**src/rtl/mcast_hash_filter.sv**
```systemverilog
module mcast_hash_filter #(
  parameter int          ADDR_BYTES = 6,
  parameter logic [31:0] CRC_POLY   = 32'h04C1_1DB7,
  parameter logic [31:0] CRC_INIT   = 32'hFFFF_FFFF
) (
  input  logic                    clk,
  input  logic                    rst_n,
  input  logic                    frame_start,
  input  logic                    byte_valid,
  input  logic [7:0]              byte_data,
  input  logic [8*ADDR_BYTES-1:0] station_addr,
  input  logic                    table_lo_we,
  input  logic                    table_hi_we,
  input  logic [31:0]             table_wdata,
  output logic                    decide_valid,
  output logic                    accept,
  output logic [5:0]              hash_index
);

  localparam int               CNT_W    = $clog2(ADDR_BYTES + 1);
  localparam logic [CNT_W-1:0] CNT_FULL = CNT_W'(ADDR_BYTES);
  localparam logic [CNT_W-1:0] CNT_LAST = CNT_W'(ADDR_BYTES - 1);

  logic [CNT_W-1:0] byte_cnt, cnt_base;
  logic [31:0]      crc_q, crc_base, crc_nxt, crc_fin;
  logic [31:0]      table_lo, table_hi, hash_word;
  logic             ucast_q, bcast_q, mcast_q;
  logic             ucast_nxt, bcast_nxt, mcast_nxt;
  logic             take, last, hit, verdict;
  logic [7:0]       stn_byte;
  logic [5:0]       idx_nxt;

  function automatic logic [31:0] crc_byte(input logic [31:0] c_in, input logic [7:0] d);
    logic [31:0] c;
    c = c_in;
    for (int j = 0; j < 8; j++) begin
      if (c[31] ^ d[j]) c = {c[30:0], 1'b0} ^ CRC_POLY;
      else              c = {c[30:0], 1'b0};
    end
    return c;
  endfunction

  assign cnt_base = frame_start ? '0 : byte_cnt;
  assign crc_base = frame_start ? CRC_INIT : crc_q;
  assign take     = byte_valid && (cnt_base != CNT_FULL);
  assign last     = take && (cnt_base == CNT_LAST);

  always_comb begin
    stn_byte = '0;
    for (int i = 0; i < ADDR_BYTES; i++)
      if (cnt_base == CNT_W'(i)) stn_byte = station_addr[8*i +: 8];
  end

  assign ucast_nxt = (frame_start || ucast_q) && (byte_data == stn_byte);
  assign bcast_nxt = (frame_start || bcast_q) && (&byte_data);
  assign mcast_nxt = (cnt_base == '0) ? byte_data[0] : mcast_q;
  assign crc_nxt   = crc_byte(crc_base, byte_data);
  assign crc_fin   = ~crc_nxt;
  assign idx_nxt   = crc_fin[31:26];
  assign hash_word = idx_nxt[5] ? table_hi : table_lo;
  assign hit       = hash_word[idx_nxt[4:0]];
  assign verdict   = bcast_nxt | (mcast_nxt ? hit : ucast_nxt);

  always_ff @(posedge clk) begin
    if (!rst_n) begin
      byte_cnt <= '0;
      crc_q    <= CRC_INIT;
      ucast_q  <= 1'b1;
      bcast_q  <= 1'b1;
      mcast_q  <= 1'b0;
    end else if (take) begin
      byte_cnt <= cnt_base + CNT_W'(1);
      crc_q    <= crc_nxt;
      ucast_q  <= ucast_nxt;
      bcast_q  <= bcast_nxt;
      mcast_q  <= mcast_nxt;
    end else if (frame_start) begin
      byte_cnt <= '0;
      crc_q    <= CRC_INIT;
      ucast_q  <= 1'b1;
      bcast_q  <= 1'b1;
      mcast_q  <= 1'b0;
    end
  end

  always_ff @(posedge clk) begin
    if (!rst_n) begin
      table_lo <= '0;
      table_hi <= '0;
    end else begin
      if (table_lo_we) table_lo <= table_wdata;
      if (table_hi_we) table_hi <= table_wdata;
    end
  end

  always_ff @(posedge clk) begin
    if (!rst_n) begin
      decide_valid <= 1'b0;
      accept       <= 1'b0;
      hash_index   <= '0;
    end else begin
      decide_valid <= last;
      accept       <= last && verdict;
      if (last) hash_index <= idx_nxt;
    end
  end

endmodule


```
**config.mk**
```make
export PLATFORM = sky130hd
export DESIGN_NAME = mcast_hash_filter
export DESIGN_NICKNAME = d
export VERILOG_FILES = /design/src/rtl/mcast_hash_filter.sv
export SDC_FILE = /design/constraint.sdc
export NUM_CORES = 1
export LEC_CHECK = 0
export BUFFER_PORTS_ARGS = -buffer_cell sky130_fd_sc_hd__buf_2
export CAP_MARGIN = 20
export CORE_ASPECT_RATIO = 1.1
export CORE_MARGIN = 2
export CORE_UTILIZATION = 50
export DETAILED_ROUTE_END_ITERATION = 12
export HOLD_SLACK_MARGIN = 0.03
export PLACE_DENSITY = 0.72
export SLEW_MARGIN = 20
export SYNTH_ARGS = -nofsm -noshare
export SYNTH_HDL_FRONTEND = slang
export SYNTH_SLANG_ARGS = --single-unit
```
**constraint.sdc**
```tcl
create_clock -name clk -period 4.2 [get_ports clk]
set_clock_uncertainty 0.2 [all_clocks]
set_input_delay 0.21 -clock clk [delete_from_list [all_inputs] [get_ports clk]]
set_output_delay 0.21 -clock clk [all_outputs]
set_load 0.03 [all_outputs]
```
-- Word level (Yosys, flattened, before mapping)
Index checks and enable logic that the tools add are counted.
- register bits after elaboration: 110
- input bits: 94
- add/subtract/negate cells: 1
- order comparisons: 1
- equal/unequal tests: 7
- multiplexer cells: 28
- bitwise operators: 18
- reductions and logical operators: 10
- operators by type and width (operator ; number):
    2-to-1 mux 27 bit ; 8
    inverter 14 bit ; 8
    2-to-1 mux 32 bit ; 3
    2-to-1 mux 8 bit ; 6
    inverter 32 bit ; 1
    equality test 8 bit ; 1
    2-to-1 mux 1 bit ; 8
    AND reduction 8 bit ; 1
    XOR 1 bit ; 8
    equality test 3 x 2 -> 1 bit, second input constant ; 2
    equality test 3 bit, second input constant ; 2
    less-than comparator 5 x 6 -> 1 bit, second input constant ; 1
    2-to-1 mux 3 bit ; 2
    binary-select mux 1 bit (select 5 bit) ; 1
    logical AND 1 bit ; 5
    adder 3 x 1 -> 3 bit, second input constant ; 1
    equality test 3 x 1 -> 1 bit, second input constant ; 1
    logical NOT 3 bit ; 1
    inequality test 3 bit, second input constant ; 1
    logical OR 1 bit ; 2
    nonzero test 2 bit ; 1
    OR 1 bit ; 1

-- Depth between registers and ports, before layout
Gate-level depths: netlist of run 1.
- word-level depth: 24
- gate-level depth with buffers: 18
- mapped depth without buffers: 14

-- Least setup slack after synthesis of run 1
OpenSTA, ideal clock, no wires.
- path type: input to register
- start: input frame_start
- end: register accept
- arrival time: 3601 ps
- data required time: 3940 ps
- setup slack: 339 ps
- stages on the path: 17
- buffers on the path: 5
- path through: buf_2 > clkbuf_1 > clkbuf_1 > clkinv_1 > nand2_1 > ha_1 > clkbuf_1 > clkbuf_1 > a21oi_1 > a2111oi_0 > a2bb2oi_1 > xnor2_1 > nand2_1 > or4_1 > a21oi_1 > a31oi_1 > nand2_1
- longest elaborated chain between the ends: 18
- ends and longest elaborated chain (what ; line ; source):
    start: declaration ; 8 ; input logic frame_start,
    2-to-1 mux 32 bit ; - ;
    2-to-1 mux 27 bit (3 in a row) ; 37 ; if (c[31] ^ d[j]) c = {c[30:0], 1'b0} ^ CRC_POLY;
    inverter 14 bit (no source line) ; - ;
    2-to-1 mux 27 bit ; 37 ;
    inverter 14 bit (no source line) ; - ;
    2-to-1 mux 27 bit (3 in a row) ; 37 ;
    inverter 14 bit (no source line) ; - ;
    2-to-1 mux 27 bit ; 37 ;
    inverter 32 bit ; 58 ; assign crc_fin = ~crc_nxt;
    binary-select mux 1 bit (select 5 bit) ; 61 ; assign hit = hash_word[idx_nxt[4:0]];
    2-to-1 mux 1 bit (implied by the code) ; 61 ;
    2-to-1 mux 1 bit ; 62 ; assign verdict = bcast_nxt | (mcast_nxt ? hit : ucast_nxt);
    OR 1 bit ; 62 ;
    logical AND 1 bit * ; 103 ; accept <= last && verdict;
    end signal: assignment ; 103 ;
    end: declaration ; 16 ; output logic accept,
Every way passes the cells marked *; elsewhere a longest branch is shown, timed or not. The select of a mux whose other input is x is not followed.
A chain may end at the register's enable or synchronous reset.

-- Worst setup path after layout of run 1
- start: register byte_cnt[0]
- end: register accept
- longest elaborated chain between the ends: 13
- ends and longest elaborated chain (what ; line ; source):
    start: declaration ; 24 ; logic [CNT_W-1:0] byte_cnt, cnt_base;
    start signal: assignment ; 72 ; byte_cnt <= cnt_base + CNT_W'(1);
    2-to-1 mux 3 bit * ; - ;
    logical NOT 3 bit ; 51, 56 ;
    2-to-1 mux 8 bit (6 in a row) ; 51 ; if (cnt_base == CNT_W'(i)) stn_byte = station_addr[8*i +: 8];
    equality test 8 bit ; 54 ; assign ucast_nxt = (frame_start || ucast_q) && (byte_data == stn_byte);
    logical AND 1 bit ; 54 ;
    2-to-1 mux 1 bit ; 62 ;
    OR 1 bit ; 62 ;
    logical AND 1 bit * ; 103 ;
Every way passes the cells marked *; elsewhere a longest branch is shown, timed or not.

==> qor.csv, run 1 <==
metric,value,unit
fillers,1083,
status,completed,
wl_per_cell,16.6,um
ir_worst_vdd,0.247,mV
grt_max_degree,62,
max_clock_freq,282,MHz
row_count,43,
boundaryPins,102,
tns,0,ps
preCtsSetupSlack,361,ps
core-area,12800,um^2
synthCells,721,
layout_common_cells,"dfxtp_1 (110), buf_2 (101), mux2i_1 (100), nor2b_1 (80), xnor2_1 (66)",
ys.flop_type,dfxtp_1,
critical_path_required,4290,ps
timing.critical_path.from_type,flip-flop,
yosysSeqAreaShare,0.335,
path_clk_slew,70,ps
finalHoldViolations,0,
layout_commonest_cell,dfxtp_1,
ys_types,51,
synth-seq-cells,110,
antenna_left,0,
cp_max_fo,20,
initial_utilization,0.516,
drv_slew,0,
drive_gt1_frac,0.191,
powerDensity,433,nW/um^2
clockBufferDepth,2,
drt_iter0_drc,431,
grt_pass1_wl,26.4,mm
synth_area,6580,um^2
grt_antenna_before_repair,0,
synth_edf_count,0,
io_buffer_count,101,
final_nets,916,
h-tree-depth,3,
grt_pass1_vias,5367,
path_class,reg2reg,
grt_overflow,0,
power,3370,uW
hp-class,in2reg,
yosysWarnings,0,
timing.slew.headroom,0.321,
wl,16.3,mm
cts_tree,built,
vias,5436,
rsz0062_at_grt,no,
fin_hold_ws,177,ps
critPathArrivalTime,3630,ps
hpwl,10.9,mm
p_leak,0.00325,uW
drc,0,
die_h,124,um
numCtsBuffers,9,
dr.pass1.iters,6,
min_period,3540,ps
area_growth,18.5,%
cts.sinks,110,
worst_slack,658,ps
avgViaCountPerCell,5.55,
cts-root-buf,clkbuf_16,
clk_latency,350,ps
worst_slew_pin_slew,1020,ps
min_period_over_period,0.843,
end_kind,flip-flop,
die_w,113,um
place_congestion,0.893,
finalSetupViolations,0,
drv_cap,0,
syn_nets,820,
grt_util_all_layers,0.229,
dieArea,14100,um^2
avgSynthCellArea,9.12,um^2
async_flop_share,0,
==> worst paths after layout <==
| kind | from | end | slack (ps) | cells past startpoint |
|---|---|---|---|---|
| setup / recovery | byte_cnt[0] | accept | 660 | 11 |
| hold / removal | rst_n | ucast_q | 180 | 2 |
| setup reg to reg | byte_cnt[0] | accept | 660 | 11 |
| hold reg to reg | ucast_q | ucast_q | 290 | 2 |
==> synthesized netlist by cell type, drive strengths merged, types with 5 or more instances <==
cell | n | area share
dfxtp | 110 | 0.33
mux2i | 100 | 0.15
nor2b | 80 | 0.076
xnor2 | 74 | 0.11
nor2 | 50 | 0.029
nand2 | 45 | 0.026
clkbuf | 38 | 0.022
o21ai | 33 | 0.025
a21oi | 27 | 0.021
buf | 22 | 0.017
nor3 | 15 | 0.012
o22ai | 15 | 0.014
xor2 | 15 | 0.021
a2111oi | 9 | 0.013
a2bb2oi | 8 | 0.011
mux4 | 8 | 0.027
nand3b | 8 | 0.0091
o211ai | 6 | 0.0069
ha | 5 | 0.0095
inv | 5 | 0.0029
==> power breakdown <==
group          leakage, uW  internal, uW  switching, uW
Sequential        0.000907          1140           76.4
Clock             0.000167           562            396
Combinational      0.00217           585            608
Total              0.00325          2290           1080
==> layer usage <==
layer  track usage  part of all wire  wire, um
met4        0.0825             0.019       306
met2         0.404              0.50      8180
met3        0.0345             0.050       808
met1         0.282              0.43      7010
met5             0                 0         0
==> registers in the layout, summed over array words and instances, names as in the netlist <==
register      count
mcast_q           1
table_lo         32
byte_cnt          3
decide_valid      1
hash_index        6
ucast_q           1
bcast_q           1
accept            1
table_hi         32
crc_q            32
==> what timing repair did <==
item | in CTS | in global routing
buffers inserted | 0 | 0
hold endpoints to repair | 66 | 0
hold buffers | 33 | 0
endpoints found under the setup margin | 0 | 0
gates resized for setup | 0 | 0
==> worst max-delay path: stages (launching register included) <==
cell and delay [ps]:
dfxtp_1 300, nand2_1 130, ha_1 640, nand3b_1 150, a2111oi_0 710, a2bb2oi_1 240, xnor2_1 140, nand2_1 90
or4_1 570, a21oi_1 190, a31oi_1 60, nand2_1 70
==> per-stage QoR <==
stage	instance area, um^2	util	std cells
after CTS	7790	0.611	979
after floorplan	6580	-	721
after global routing	7790	0.611	979
after global placement	7120	0.558	930
final	7790	0.611	980
after detailed placement	7120	0.558	930
==> layout make-up <==
cell class              count  area [um^2]  area share
inverters                   7         26.3     0.00337
well taps                 157          196      0.0252
clock buffers              11          253      0.0324
repair buffers            145          918       0.118
flip-flops and latches    110         2200       0.283
multi-input cells         544         4110       0.527
clock inverters             5         86.3      0.0111
diodes                      1         2.50    0.000321
==> cell families (layout without fill, tap and decap cells) <==
group	count (synthesis)	after routing	synth area share
other	0	1	0
buffers and inverters	67	168	0.0424
flip-flops	110	110	0.335
multiplexers	112	112	0.186
AO/OA/AOI/OAI	119	119	0.116
adder cells (fa/ha/maj)	5	5	0.00951
XOR/XNOR	91	91	0.140
AND/OR/NAND/NOR	217	217	0.171
Note: power is estimated with default switching activity, not from simulation.
==> run 2: changes to the inputs <==
Settings changed: ABC_AREA set to 1, PLACE_DENSITY 0.72 to 0.75.
Clock period 4.2 ns to 3 ns, I/O delays scaled along.
==> run 2 against run 1 <==
Compared with the run above:
- utilization increased by 0.82 points
- synthesized area decreased by 1.0%
- die area decreased by 0.99%
- register-to-register slack got worse by 90 ps
- highest routed layer unchanged
==> qor.csv, run 2 <==
metric,value,unit
status,completed,
synthTopCellsByCount,"nand2_1 (263), nor2_1 (146), dfxtp_1 (110), o21ai_0 (106)",
r2r_start,byte_cnt[0],
finalHoldViolations,0,
swShare,0.328,
rsz0062_at_grt,no,
path_class,in2reg,
antenna_left,0,
critical_path_required,3090,ps
timing.critical_path.from_type,input port,
tns,0,ps
reg_top3,"crc_q x32, table_hi x32, table_lo x32",
drv_slew,0,
busiest_layer,met2,
use_met2,0.427,
hp-class,in2reg,
grt_max_degree,90,
yosysMostFrequentCell,nand2_1,
drv_cap,0,
synth_top_area_frac,0.338,
die_w,113,um
synthCells,1012,
min_period,2730,ps
path_buf_inv,4,
worst_slack,269,ps
grt_util_all_layers,0.251,
seqPwrFrac,0.415,
synth_area,6510,um^2
path_delay_family,simple AND/OR/NAND/NOR gates,
path_cells,dlygate4sd3_1 -> buf_2 -> buf_4 -> nor2_2 -> nand2_1 -> nand2_1 -> nand2_1 -> nand2_2 -> nand3_1 -> buf_4 -> nand3_1 -> nand3_1 -> nand3_1 -> nand3_1 -> nand3_1 -> nand3_1 -> a21oi_2,
wl_per_cell,13.3,um
ys.flop_type,dfxtp_1,
max_clock_freq,366,MHz
initial_utilization,0.515,
diodes,0,
avgSynthCellArea,6.43,um^2
grt_pass1_vias,5820,
ys_types,37,
dieArea,13900,um^2
cts_tree,built,
power_frac_comb,0.293,
wl,17.2,mm
layout_common_cells,"nand2_1 (261), nor2_1 (145), dfxtp_1 (110), o21ai_0 (105), buf_2 (101)",
io_buffer_count,101,
hpwl,11.8,mm
grt_antenna_before_repair,0,
synth_edf_count,0,
reg2reg_depth,19,
layout_commonest_cell,nand2_1,
rrSetupSlack,570,ps
cts-root-buf,clkbuf_16,
end_kind,flip-flop,
timing.slew.headroom,0.479,
finalSetupViolations,0,
p_switching,1270,uW
path_clk_slew,70,ps
avgViaCountPerCell,5.11,
cp_slowest_cell,dlygate4sd3_1,
final_nets,1229,
cp_max_fo,15,
yosysSeqAreaShare,0.338,
min-delay-start,table_hi_we,
area_growth,20.3,%
grt_use_met3,0.0404,
crit_path_max_incr_delay,540,ps
async_flop_share,0,
synth-seq-cells,110,
clkPwrFrac,0.292,
ir_worst_vdd,0.343,mV
min_to,table_hi[27],
yosysTopAreaCell,dfxtp_1,
critPathArrivalTime,2820,ps
min_period_over_period,0.910,
worst_slew_pin_slew,781,ps
numCtsBuffers,9,
row_count,43,
place_congestion,0.882,
h-tree-depth,3,
yosysWarnings,0,
powerDensity,496,nW/um^2
syn_nets,1111,
cp_common_cell,nand3_1,
drive_gt1_frac,0.172,
synthTopCellsByArea,"dfxtp_1 (34%), nand2_1 (15%), nor2_1 (8.4%)",
drc,0,
rr_endpoint,accept,
cts.sinks,110,
use_met1,0.335,
worstSetupStartpoint,frame_start,
dr.pass1.iters,5,
core-area,12600,um^2
clk_latency,360,ps
grt_pass1_wl,28.4,mm
p_int,2610,uW
p_leak,0.00377,uW
clockBufferDepth,2,
boundaryPins,102,
drt_iter0_drc,476,
preCtsSetupSlack,323,ps
path_depth,17,
die_h,124,um
vias,6592,
grt_overflow,0,
hold_depth,4,
==> run 2: per-layer routing <==
layer,vias up,part of all wire
met5,-,0
met2,183,0.47
met3,10,0.058
met1,2940,0.46
met4,0,0.0096
li1,3459,-
==> run 2: cell families after synthesis <==
group | synth area share
AND/OR/NAND/NOR | 0.365
AO/OA/AOI/OAI | 0.140
buffers and inverters | 0.0883
flip-flops | 0.338
XOR/XNOR | 0.0594
adder cells (fa/ha/maj) | 0.00961
==> run 2: worst register-to-register path, stage by stage, from the launching register on <==
cell and delay, ps:
dfxtp_1 310, nand2_2 100, inv_1 70, ha_1 230, ha_4 200, inv_1 160
o21ai_0 120, inv_1 60, nand2_1 50, nand2_1 60, nand2_1 60, nand2_1 100
nand3_1 80, nand2_1 70, nand2_1 60, nor2_2 120, nand3_1 80, nand2_1 70
inv_1 60, a21oi_2 120
==> run 2: worst max path at each step <==
stage          slack [ps]     end
2_1_floorplan         610  accept
5_1_grt                 1  accept
3_3_place_gp          380  accept
3_5_place_dp          320  accept
4_1_cts               120  accept
6_report              270  accept
==> run 2: power by group through the flow <==
| stage | combinational [uW] | clock, uW | sequential, uW |
|---|---|---|---|
| final | 1140 | 1130 | 1610 |
| after global routing | 1280 | 1200 | 1620 |
| after CTS | 1120 | 1160 | 1610 |
| after detailed placement | 1080 | 0 | 1640 |
| after global placement | 1070 | 0 | 1640 |
| after floorplan | 798 | 0 | 1630 |
==> run 2: area by class of cell <==
class                           count  area, um^2
Fill cell                        1172        4820
Multi-Input combinational cell    765        3790
Sequential cell                   110        2200
Timing Repair Buffer              159        1040
Inverter                           85         324
Clock buffer                       11         253
Tap cell                          157         196
Clock inverter                      4        22.5
==> run 2: per-stage QoR <==
step	area, um^2	total power, uW	utilization	hold slack [ps]	instances
floorplan	6510	2430	-	84.9	1012
global placement	7140	2710	0.565	187	1240
detailed placement	7140	2720	0.565	195	1240
CTS	7780	3890	0.615	72.4	1291
global route	7830	4110	0.619	97.5	1291
finish	7830	3880	0.619	90.2	1291
==> run 2: repair_timing <==
action / in CTS / in global routing
resized for setup: 0 / 11
hold buffers: 36 / 0
setup endpoints to repair: 0 / 2
hold endpoints to repair: 70 / 0
buffers inserted: 0 / 0
